## config.mk

```make
export PLATFORM = sky130hd
export DESIGN_NAME = cfg_port_bridge
export DESIGN_NICKNAME = d
export VERILOG_FILES = /design/src/rtl/cpb_pkg.sv /design/src/rtl/cpb_decode.sv /design/src/rtl/cpb_target.sv /design/src/rtl/cpb_rd_mux.sv /design/src/rtl/cfg_port_bridge.sv
export SDC_FILE = /design/constraint.sdc
export NUM_CORES = 1
export LEC_CHECK = 0
export ABC_AREA = 1
export BUFFER_PORTS_ARGS = -buffer_cell sky130_fd_sc_hd__buf_2
export CAP_MARGIN = 5
export CORE_MARGIN = 2
export CORE_UTILIZATION = 50
export CTS_CLUSTER_DIAMETER = 120
export DETAILED_ROUTE_END_ITERATION = 16
export MAX_ROUTING_LAYER = met4
export PLACE_DENSITY = 0.94
export SLEW_MARGIN = 20
export SYNTH_ARGS = -nofsm -noshare
export SYNTH_HDL_FRONTEND = slang
export SYNTH_HIERARCHICAL = 1
export SYNTH_SLANG_ARGS = --single-unit
export TNS_END_PERCENT = 10
```

## constraint.sdc

```tcl
create_clock -name clk -period 2.7 [get_ports clk]
set_clock_uncertainty 0.1 [all_clocks]
set_input_delay 0.27 -clock clk [delete_from_list [all_inputs] [get_ports clk]]
set_output_delay 0.27 -clock clk [all_outputs]
set_load 0.02 [all_outputs]
```

## src/rtl/cpb_pkg.sv

```systemverilog
package cpb_pkg;

   // Decoded class of a bus address
   typedef enum logic [1:0] {
      CPB_NONE = 2'd0,
      CPB_CTRL = 2'd1,
      CPB_WIN  = 2'd2
   } cpb_kind_t;

endpackage

```

## src/rtl/cpb_decode.sv

```systemverilog
module cpb_decode
   import cpb_pkg::*;
#(
   parameter int ADDR_W    = 14,
   parameter int CFG_AW    = 9,
   parameter int WIN_BASE  = 'h800,
   parameter int CTRL_WORD = 0
) (
   input  logic [ADDR_W-1:0] addr,
   output cpb_kind_t         kind,
   output logic [CFG_AW-1:0] cfg_addr
);
   localparam int WORD_W = ADDR_W - 2;
   localparam logic [WORD_W-1:0] BASE_W = WORD_W'(WIN_BASE);
   localparam logic [WORD_W-1:0] CTRL_W = WORD_W'(CTRL_WORD);

   logic [WORD_W-1:0] word;
   logic [WORD_W-1:0] off;
   logic              in_win;

   always_comb begin
      word     = addr[ADDR_W-1:2];
      off      = word - BASE_W;
      in_win   = (word >= BASE_W) && ((off >> CFG_AW) == '0);
      cfg_addr = off[CFG_AW-1:0];
      if (word == CTRL_W)
         kind = CPB_CTRL;
      else if (in_win)
         kind = CPB_WIN;
      else
         kind = CPB_NONE;
   end
endmodule

```

## src/rtl/cpb_target.sv

```systemverilog
module cpb_target #(
   parameter int NPORT = 5
) (
   input  logic [NPORT-1:0] sel,
   output logic [NPORT-1:0] pick_oh,
   output logic             hit
);
   // lower_any[i] is set when any select bit below i is set
   logic [NPORT:0] lower_any;

   assign lower_any[0] = 1'b0;

   for (genvar i = 0; i < NPORT; i++) begin : g_prio
      assign lower_any[i+1] = lower_any[i] | sel[i];
      assign pick_oh[i]     = sel[i] & ~lower_any[i];
   end

   assign hit = lower_any[NPORT];
endmodule

```

## src/rtl/cpb_rd_mux.sv

```systemverilog
module cpb_rd_mux #(
   parameter int NPORT  = 5,
   parameter int DATA_W = 16
) (
   input  logic [NPORT*DATA_W-1:0] data,
   input  logic [NPORT-1:0]        oh,
   output logic [DATA_W-1:0]       q
);
   logic [DATA_W-1:0] part [NPORT];

   for (genvar i = 0; i < NPORT; i++) begin : g_mask
      assign part[i] = data[i*DATA_W +: DATA_W] & {DATA_W{oh[i]}};
   end

   always_comb begin
      q = '0;
      for (int i = 0; i < NPORT; i++) q = q | part[i];
   end
endmodule

```

## src/rtl/cfg_port_bridge.sv

```systemverilog
module cfg_port_bridge
   import cpb_pkg::*;
#(
   parameter int N_LANE   = 4,
   parameter int N_PLL    = 1,
   parameter int ADDR_W   = 14,
   parameter int CFG_AW   = 9,
   parameter int DATA_W   = 16,
   parameter int WIN_BASE = 'h800,
   parameter int EN_BIT   = 16,
   parameter int BUSY_BIT = 20,
   localparam int NPORT   = N_LANE + N_PLL
) (
   input  logic                    clk,
   input  logic                    rst_n,
   input  logic                    bus_req,
   input  logic                    bus_we,
   input  logic [ADDR_W-1:0]       bus_addr,
   input  logic [31:0]             bus_wdata,
   output logic                    bus_ack,
   output logic [31:0]             bus_rdata,
   output logic [NPORT-1:0]        port_en,
   output logic                    port_we,
   output logic [CFG_AW-1:0]       port_addr,
   output logic [DATA_W-1:0]       port_wdata,
   input  logic [NPORT*DATA_W-1:0] port_rdata,
   input  logic [NPORT-1:0]        port_rdy
);
   // Elaboration-time parameter checks
   if (NPORT < 1 || NPORT > EN_BIT) begin : g_bad_nport
      $error("port count must be between 1 and EN_BIT");
   end
   if (DATA_W < 1 || DATA_W > 32) begin : g_bad_dw
      $error("DATA_W must be between 1 and 32");
   end
   if (EN_BIT >= BUSY_BIT || BUSY_BIT > 31) begin : g_bad_bits
      $error("control bit positions out of order");
   end
   if (WIN_BASE + (1 << CFG_AW) > (1 << (ADDR_W - 2))) begin : g_bad_win
      $error("window does not fit in the address space");
   end

   cpb_kind_t         kind;
   logic [CFG_AW-1:0] cfg_a;
   logic [NPORT-1:0]  sel_q;
   logic              en_q;
   logic [NPORT-1:0]  pick_oh;
   logic              pick_hit;
   logic              busy_q;
   logic              rd_pend_q;
   logic [NPORT-1:0]  tgt_oh_q;
   logic [DATA_W-1:0] rd_sel;
   logic              rdy_hit;
   logic              accept;
   logic              live;
   logic [31:0]       ctrl_word;

   cpb_decode #(
      .ADDR_W   (ADDR_W),
      .CFG_AW   (CFG_AW),
      .WIN_BASE (WIN_BASE),
      .CTRL_WORD(0)
   ) u_dec (
      .addr    (bus_addr),
      .kind    (kind),
      .cfg_addr(cfg_a)
   );

   cpb_target #(.NPORT(NPORT)) u_tgt (
      .sel    (sel_q),
      .pick_oh(pick_oh),
      .hit    (pick_hit)
   );

   cpb_rd_mux #(.NPORT(NPORT), .DATA_W(DATA_W)) u_mux (
      .data(port_rdata),
      .oh  (tgt_oh_q),
      .q   (rd_sel)
   );

   assign rdy_hit = busy_q && ((port_rdy & tgt_oh_q) != '0);
   assign accept  = bus_req && !bus_ack;
   assign live    = en_q && pick_hit;

   always_comb begin
      ctrl_word               = '0;
      ctrl_word[NPORT-1:0]    = sel_q;
      ctrl_word[EN_BIT]       = en_q;
      ctrl_word[BUSY_BIT]     = busy_q;
   end

   always_ff @(posedge clk) begin
      if (!rst_n) begin
         sel_q      <= '0;
         en_q       <= 1'b0;
         busy_q     <= 1'b0;
         rd_pend_q  <= 1'b0;
         tgt_oh_q   <= '0;
         bus_ack    <= 1'b0;
         bus_rdata  <= '0;
         port_en    <= '0;
         port_we    <= 1'b0;
         port_addr  <= '0;
         port_wdata <= '0;
      end else begin
         bus_ack <= 1'b0;
         port_en <= '0;

         // Completion of the outstanding port transaction
         if (rdy_hit) begin
            busy_q <= 1'b0;
            if (rd_pend_q) begin
               rd_pend_q <= 1'b0;
               bus_ack   <= 1'b1;
               bus_rdata <= 32'(rd_sel);
            end
         end

         // New bus request
         if (accept) begin
            unique case (kind)
               CPB_CTRL: begin
                  bus_ack   <= 1'b1;
                  bus_rdata <= ctrl_word;
                  if (bus_we) begin
                     sel_q <= bus_wdata[NPORT-1:0];
                     en_q  <= bus_wdata[EN_BIT];
                  end
               end
               CPB_WIN: begin
                  if (busy_q) begin
                     // stall: request stays pending on the bus
                  end else if (!live) begin
                     bus_ack   <= 1'b1;
                     bus_rdata <= '0;
                  end else begin
                     port_en    <= pick_oh;
                     port_we    <= bus_we;
                     port_addr  <= cfg_a;
                     port_wdata <= bus_wdata[DATA_W-1:0];
                     tgt_oh_q   <= pick_oh;
                     busy_q     <= 1'b1;
                     if (bus_we) begin
                        bus_ack   <= 1'b1;
                        bus_rdata <= '0;
                     end else begin
                        rd_pend_q <= 1'b1;
                     end
                  end
               end
               default: begin
                  bus_ack   <= 1'b1;
                  bus_rdata <= '0;
               end
            endcase
         end
      end
   end


   en_onehot_chk: assert property (@(posedge clk) disable iff (!rst_n)
      $onehot0(port_en));


   en_pulse_chk: assert property (@(posedge clk) disable iff (!rst_n)
      (port_en != '0) |=> (port_en == '0));


   en_gated_chk: assert property (@(posedge clk) disable iff (!rst_n)
      (port_en != '0) |-> (en_q && busy_q));


   lowest_wins_chk: assert property (@(posedge clk) disable iff (!rst_n)
      (port_en != '0) |-> (((sel_q & (port_en - 1'b1)) == '0) && ((sel_q & port_en) != '0)));


   busy_hold_chk: assert property (@(posedge clk) disable iff (!rst_n)
      (busy_q && !rdy_hit) |=> busy_q);


   busy_clear_chk: assert property (@(posedge clk) disable iff (!rst_n)
      rdy_hit |=> !busy_q);


   rd_wait_chk: assert property (@(posedge clk) disable iff (!rst_n)
      (rd_pend_q && !rdy_hit) |=> !bus_ack);


   off_drop_chk: assert property (@(posedge clk) disable iff (!rst_n)
      (accept && kind == CPB_WIN && !busy_q && !live) |=> (bus_ack && port_en == '0));


   stall_chk: assert property (@(posedge clk) disable iff (!rst_n)
      (accept && kind == CPB_WIN && busy_q && !rd_pend_q && !rdy_hit) |=> !bus_ack);

endmodule

```

# After elaboration in Yosys (flattened, before gate mapping)
# Index checks and enable logic that the tools add are counted.
op_classes:
  reduce_logical: 11
  multipliers: 0
  shift: 0
  muxes: 27
  order_cmp: 1
  addsub: 1
  n_eq_ne: 2
  bitwise_logic: 27
  n_div: 0
ops:
  columns: ["cell", "n"]
  rows:
  - ["32-bit 2-to-1 mux", 6]
  - ["16-bit bitwise AND", 5]
  - ["16-bit OR", 4]
  - ["32-bit case mux with 2 select lines", 1]
  - ["12-bit zero test", 2]
  - ["1-bit 2-to-1 mux", 18]
  - ["12-bit >= comparator, second input constant", 1]
  - ["12-bit subtractor, second input constant", 1]
  - ["1-bit inverter", 9]
  - ["5-bit bitwise AND", 1]
  - ["5-bit nonzero test", 1]
  - ["5-bit OR reduction", 1]
  - ["1-bit bitwise AND", 4]
  - ["1-bit logical AND", 4]
  - ["2-bit 2-to-1 mux", 2]
  - ["1-bit OR", 4]
  - ["4-bit AND reduction", 1]
  - ["3-bit AND reduction", 1]
  - ["2-bit by 1-bit equality test with 1-bit output, second input constant", 1]
  - ["2-bit equality test, second input constant", 1]
  - ["1-bit zero test", 1]
totals:
  ram_bits: 0
  latchBits: 0
  output_inout_bits: 64
  input_bits: 135
  romBits: 0
  reg_bits: 77
  memories: 0

# Depth between registers and ports, before layout
logic_depth:
  word_depth: 12
  mapped_depth: 13
  mapped_depth_nobuf: 13

# By module
# The synthesis kept the hierarchy.
modules_own_cells:
  columns: ["module", "cells_per_inst", "area_per_inst_um2", "n_inst"]
  rows:
  - ["cfg_port_bridge", 375, 2956.6, 1]
  - ["cpb_rd_mux", 186, 799.5, 1]
  - ["cpb_decode", 30, 148.9, 1]
  - ["cpb_target", 13, 67.6, 1]

# Worst setup path after synthesis
# No wires, ideal clock.
synth_path:
  path_type: "input to register"
  from: "in bus_addr[11]"
  to: "reg bus_rdata[0]"
  n_path_buf: 0
  arrival_time_ps: 1547
  setup_slack_ps: 982
  path_stages: 11
  setup_time_ps: 70
  required_time_ps: 2530
  path_cell_list: "inv_1 nand2_1 nor2_1 nand2_1 nor2_2 inv_1 ha_1 or2_1 nor2_2 nand2_1 a21oi_1"
synth_via:
  word_cells_on_any_way: 11
  cone_classes: "add/sub (1); order compare (1); eq/ne (2); mux (4); reduce/logical (3)"
synth_lines:
  columns: ["element", "line_no", "rtl"]
  rows:
  - ["from (decl)", "cfg_port_bridge.sv:18", "input logic [ADDR_W-1:0] bus_addr,"]
  - ["12-bit zero test (*)", "cpb_decode.sv:26", "if (word == CTRL_W)"]
  - ["2-bit 2-to-1 mux (*)", "cpb_decode.sv:26", null]
  - ["named net kind[0]", "cfg_port_bridge.sv:43", "cpb_kind_t kind;"]
  - ["2-bit equality test or 2-bit by 1-bit equality test with 1-bit output (tied branches)", "cfg_port_bridge.sv:121", "unique case (kind)"]
  - ["32-bit case mux with 2 select lines (*)", "cfg_port_bridge.sv:121", null]
  - ["32-bit 2-to-1 mux (*)", "cfg_port_bridge.sv:120", "if (accept) begin"]
  - ["to (signal assigned)", "cfg_port_bridge.sv:115", "bus_rdata <= 32'(rd_sel);"]
  - ["to (signal assigned)", "cfg_port_bridge.sv:124", "bus_rdata <= ctrl_word;"]
  - ["to (decl)", "cfg_port_bridge.sv:21", "output logic [31:0] bus_rdata,"]
# Mark *: on every way through the listed nets, which the timed path passes. The rest lies on a longest branch.
# A chain may end at the register's enable or synchronous reset.

# Worst setup path after layout
layout_path:
  from: "reg sel_q[0]"
  to: "reg tgt_oh_q[4]"
layout_via:
  elab_chain_len: 6
  word_cells_on_any_way: 8
  cone_classes: "bitwise (6); reduce/logical (2)"
layout_rtl:
  columns: ["element", "line_no", "rtl"]
  rows:
  - ["from (decl)", "cfg_port_bridge.sv:45", "logic [NPORT-1:0] sel_q;"]
  - ["from (signal assigned)", "cfg_port_bridge.sv:126", "sel_q <= bus_wdata[NPORT-1:0];"]
  - ["1-bit OR (4 in a row)", "cpb_target.sv:14", "assign lower_any[i+1] = lower_any[i] | sel[i];"]
  - ["named net pick_hit", "cfg_port_bridge.sv:48", "logic pick_hit;"]
  - ["1-bit logical AND", "cfg_port_bridge.sv:83", "assign live = en_q && pick_hit;"]
  - ["4-bit AND reduction (no source line)", null, null]
  - ["to (signal assigned)", "cfg_port_bridge.sv:141", "tgt_oh_q <= pick_oh;"]
  - ["to (decl)", "cfg_port_bridge.sv:51", "logic [NPORT-1:0] tgt_oh_q;"]
# The timed path passes the listed nets, and every way through them passes these cells.

==> metrics.csv <==
stage;metric;value;unit
floorplan;boundaryPins;199;
place;dpl.hpwl;7700;µm
clock_network;post_cts_resize_count;0;
worst_setup_path;critPathMaxFanout;27;
cells_and_area;final_cell_mix;nand2_1 (186), buf_2 (181), nor2_1 (99);
yosys;syn_avg_cell_area;6.58;µm²
power_and_ir_drop;p_sw_share;24.3;%
timing;worst_hold_slack;0.0679;ns
power_and_ir_drop;p_int;1650;µW
cells_and_area;final_common_cell;nand2_1;
drt;ant_nets;0;
timing;period_share;85.6;%
global_route;antenna_found_initial;0;
worst_setup_path;startpoint_type;register;
drt;top_layer;met4;
floorplan;fp.dieH;93.1;µm
hold_path;hold_path_depth;3;
clock_network;tritoncts;done;
floorplan;start_util;51.4;%
yosys;synth_top_cell_by_area;dfxtp_1;
drt;wire_per_inst;11.4;µm
yosys;ys_seq_area_share;38.8;%
timing;max_freq;0.433;GHz
run;cap_violations;0;
yosys;syn_inst;604;
global_route;grt_max_degree;34;
drt;via_count;4001;
floorplan;die_width;93.1;µm
global_route;first_global_vias;3817;
timing;fin_ws;0.388;ns
global_route;gr-usage-all-layers;23.9;%
clock_network;cts_inserted_buffers;9;
cells_and_area;syn_to_final_growth;25.4;%
timing;drv_slew;0;
yosys;synth_top_area_share;38.8;%
status;status;completed;
timing;finalCriticalPeriod;2.31;ns
cells_and_area;antenna_cells;0;
worst_setup_path;crit_type;reg -> reg;
yosys;synthArstFlopShare;0;%
yosys;synth-seq-cells;77;
power_and_ir_drop;vdd_ir_drop_max;0.376;mV
timing;grt_setup_unrepaired;false;
power_and_ir_drop;powerDensity;438;mW/mm²
clock_network;post-cts-setup-buffers;0;
clock_network;path_clk_slew;0.09;ns
power_and_ir_drop;clockPowerShare;41.5;%
cells_and_area;finalInstanceArea;0.00498;mm²
drt;drtIter0Drc;114;
cells_and_area;drive_gt1_share;31.5;%
worst_setup_path;crit_required;2.87;ns
power_and_ir_drop;switching_power;531;µW
drt;via_per_inst;4.58;
yosys;syn-num-nets;741;
floorplan;dieArea;0.00867;mm²
floorplan;core_area;0.00773;mm²
timing;setup_violations;0;
power_and_ir_drop;seq_power_share;52.1;%
place;dpl-instance-area;0.00478;mm²
yosys;synthesis.area;0.00397;mm²
clock_network;clock_latency;0.34;ns
place;place_congestion;0.860;
power_and_ir_drop;total_power;2180;µW
hold_path;hp-class;in -> reg;
drt;drt-total-wl;9930;µm
clock_network;cts_max_path_buffers;2;
yosys;synth-edff-count;0;
yosys;yosysUniqueCellTypes;29;
floorplan;rows;32;
clock_network;ctsHoldBuffers;0;
timing;hold_violations;0;
drt;wl_met3;746;µm
drt;dr.pass1.iters;4;
yosys;synth_flop_cell;dfxtp_1;
clock_network;htreeDepth;3;
drt;met1_length;4030;µm
drt;wl_met2;4970;µm
timing;tightest_slew;0.575;ns
worst_setup_path;end_kind;register;
yosys;yosysWarnings;6;
worst_setup_path;cp.arrival;2.48;ns
yosys;synthTopCellsByArea;dfxtp_1 (39%), nand2_1 (18%), nor2_1 (9.4%), inv_1 (8.8%), o21ai_0 (3.5%);
clock_network;root_buffer;clkbuf_8;
cells_and_area;final_nets;904;
timing;tns;0;ns
worst_setup_path;reg2reg_depth;8;
place;port_buffers;181;
drt;drcViolationCount;0;
place;dp_slack;0.257;ns
timing;slew_headroom;61.5;%
power_and_ir_drop;power.leakage;0.00277;µW
clock_network;clkSinkCount;77;
global_route;grt_pass1_wl;16200;µm
cells_and_area;fillCellCount;716;
power_and_ir_drop;p_comb_share;6.4;%
global_route;globalRoute.totalOverflow;0;
per-stage QoR:
step	instances	utilization, %
after CTS	874	64.4
after global placement	858	61.8
final	874	64.4
after detailed placement	858	61.8
after global routing	874	64.4
after floorplan	604	-
flip-flops by register name, indices dropped and copies added, names as in the netlist:
register / flops
bus_rdata: 32
port_wdata: 16
port_addr: 9
port_en: 5
sel_q: 5
tgt_oh_q: 5
bus_ack: 1
busy_q: 1
en_q: 1
port_we: 1
rd_pend_q: 1
metal layers:
| layer | global-route usage, % | up-vias |
|---|---|---|
| li1 | - | 2115 |
| met1 | 24.3 | 1736 |
| met2 | 44.5 | 134 |
| met3 | 6.77 | 16 |
| met4 | 6.86 | 0 |
| met5 | - | - |
logic make-up (layout without fill, tap and decap cells):
family / after synthesis / count (layout) / synth area share (%)
simple gates: 343 / 343 / 37.5
buf+inv: 134 / 302 / 16.5
flops: 77 / 77 / 38.8
compound gates: 48 / 48 / 6.55
fa+ha+maj: 2 / 2 / 0.630
layout make-up:
| cell class | instances | area (µm²) | area share (%) |
|---|---|---|---|
| clock buffer | 9 | 124 | 2.49 |
| sequential | 77 | 1540 | 31.0 |
| tap | 102 | 128 | 2.56 |
| clock inverter | 7 | 80.1 | 1.61 |
| multi-input combinational | 393 | 1780 | 35.7 |
| timing repair buffer | 189 | 966 | 19.4 |
| inverter | 97 | 364 | 7.31 |
power groups by stage:
stage | sequential [µW] | clock [µW] | combinational, µW
5_1_grt | 1140 | 971 | 155
4_1_cts | 1140 | 923 | 139
2_1_floorplan | 1160 | 0 | 54.4
3_3_place_gp | 1160 | 0 | 136
6_report | 1140 | 905 | 138
3_5_place_dp | 1160 | 0 | 138
cell usage after synthesis, types with 3 or more instances:
cell type / number
nand2_1: 186
nand3_2: 3
inv_1: 93
nor2_1: 99
buf_6: 10
nand3_1: 15
o21ai_0: 28
nand2_2: 13
dfxtp_1: 77
clkbuf_1: 6
nand4_1: 6
nor3b_2: 9
buf_4: 14
buf_2: 6
inv_2: 3
nor2_2: 5
a21oi_1: 17
critical path, stage by stage, from the launching register on:
cell	delay, ns
dfxtp_1	0.45
nor2_2	0.08
nand4_1	0.08
nand2_1	0.09
inv_1	0.08
nand4_2	0.31
inv_2	0.48
nand2_1	0.32
o21ai_0	0.24
final timing paths:
path,startpoint,end,slack [ns]
worst min-delay path,bus_wdata[12],port_wdata[12],0.07
worst max register to register,sel_q[0],tgt_oh_q[4],0.39
worst min register to register,bus_rdata[18],bus_rdata[18],0.33
worst max-delay path,sel_q[0],tgt_oh_q[4],0.39
(Power assumes the default switching activity.)
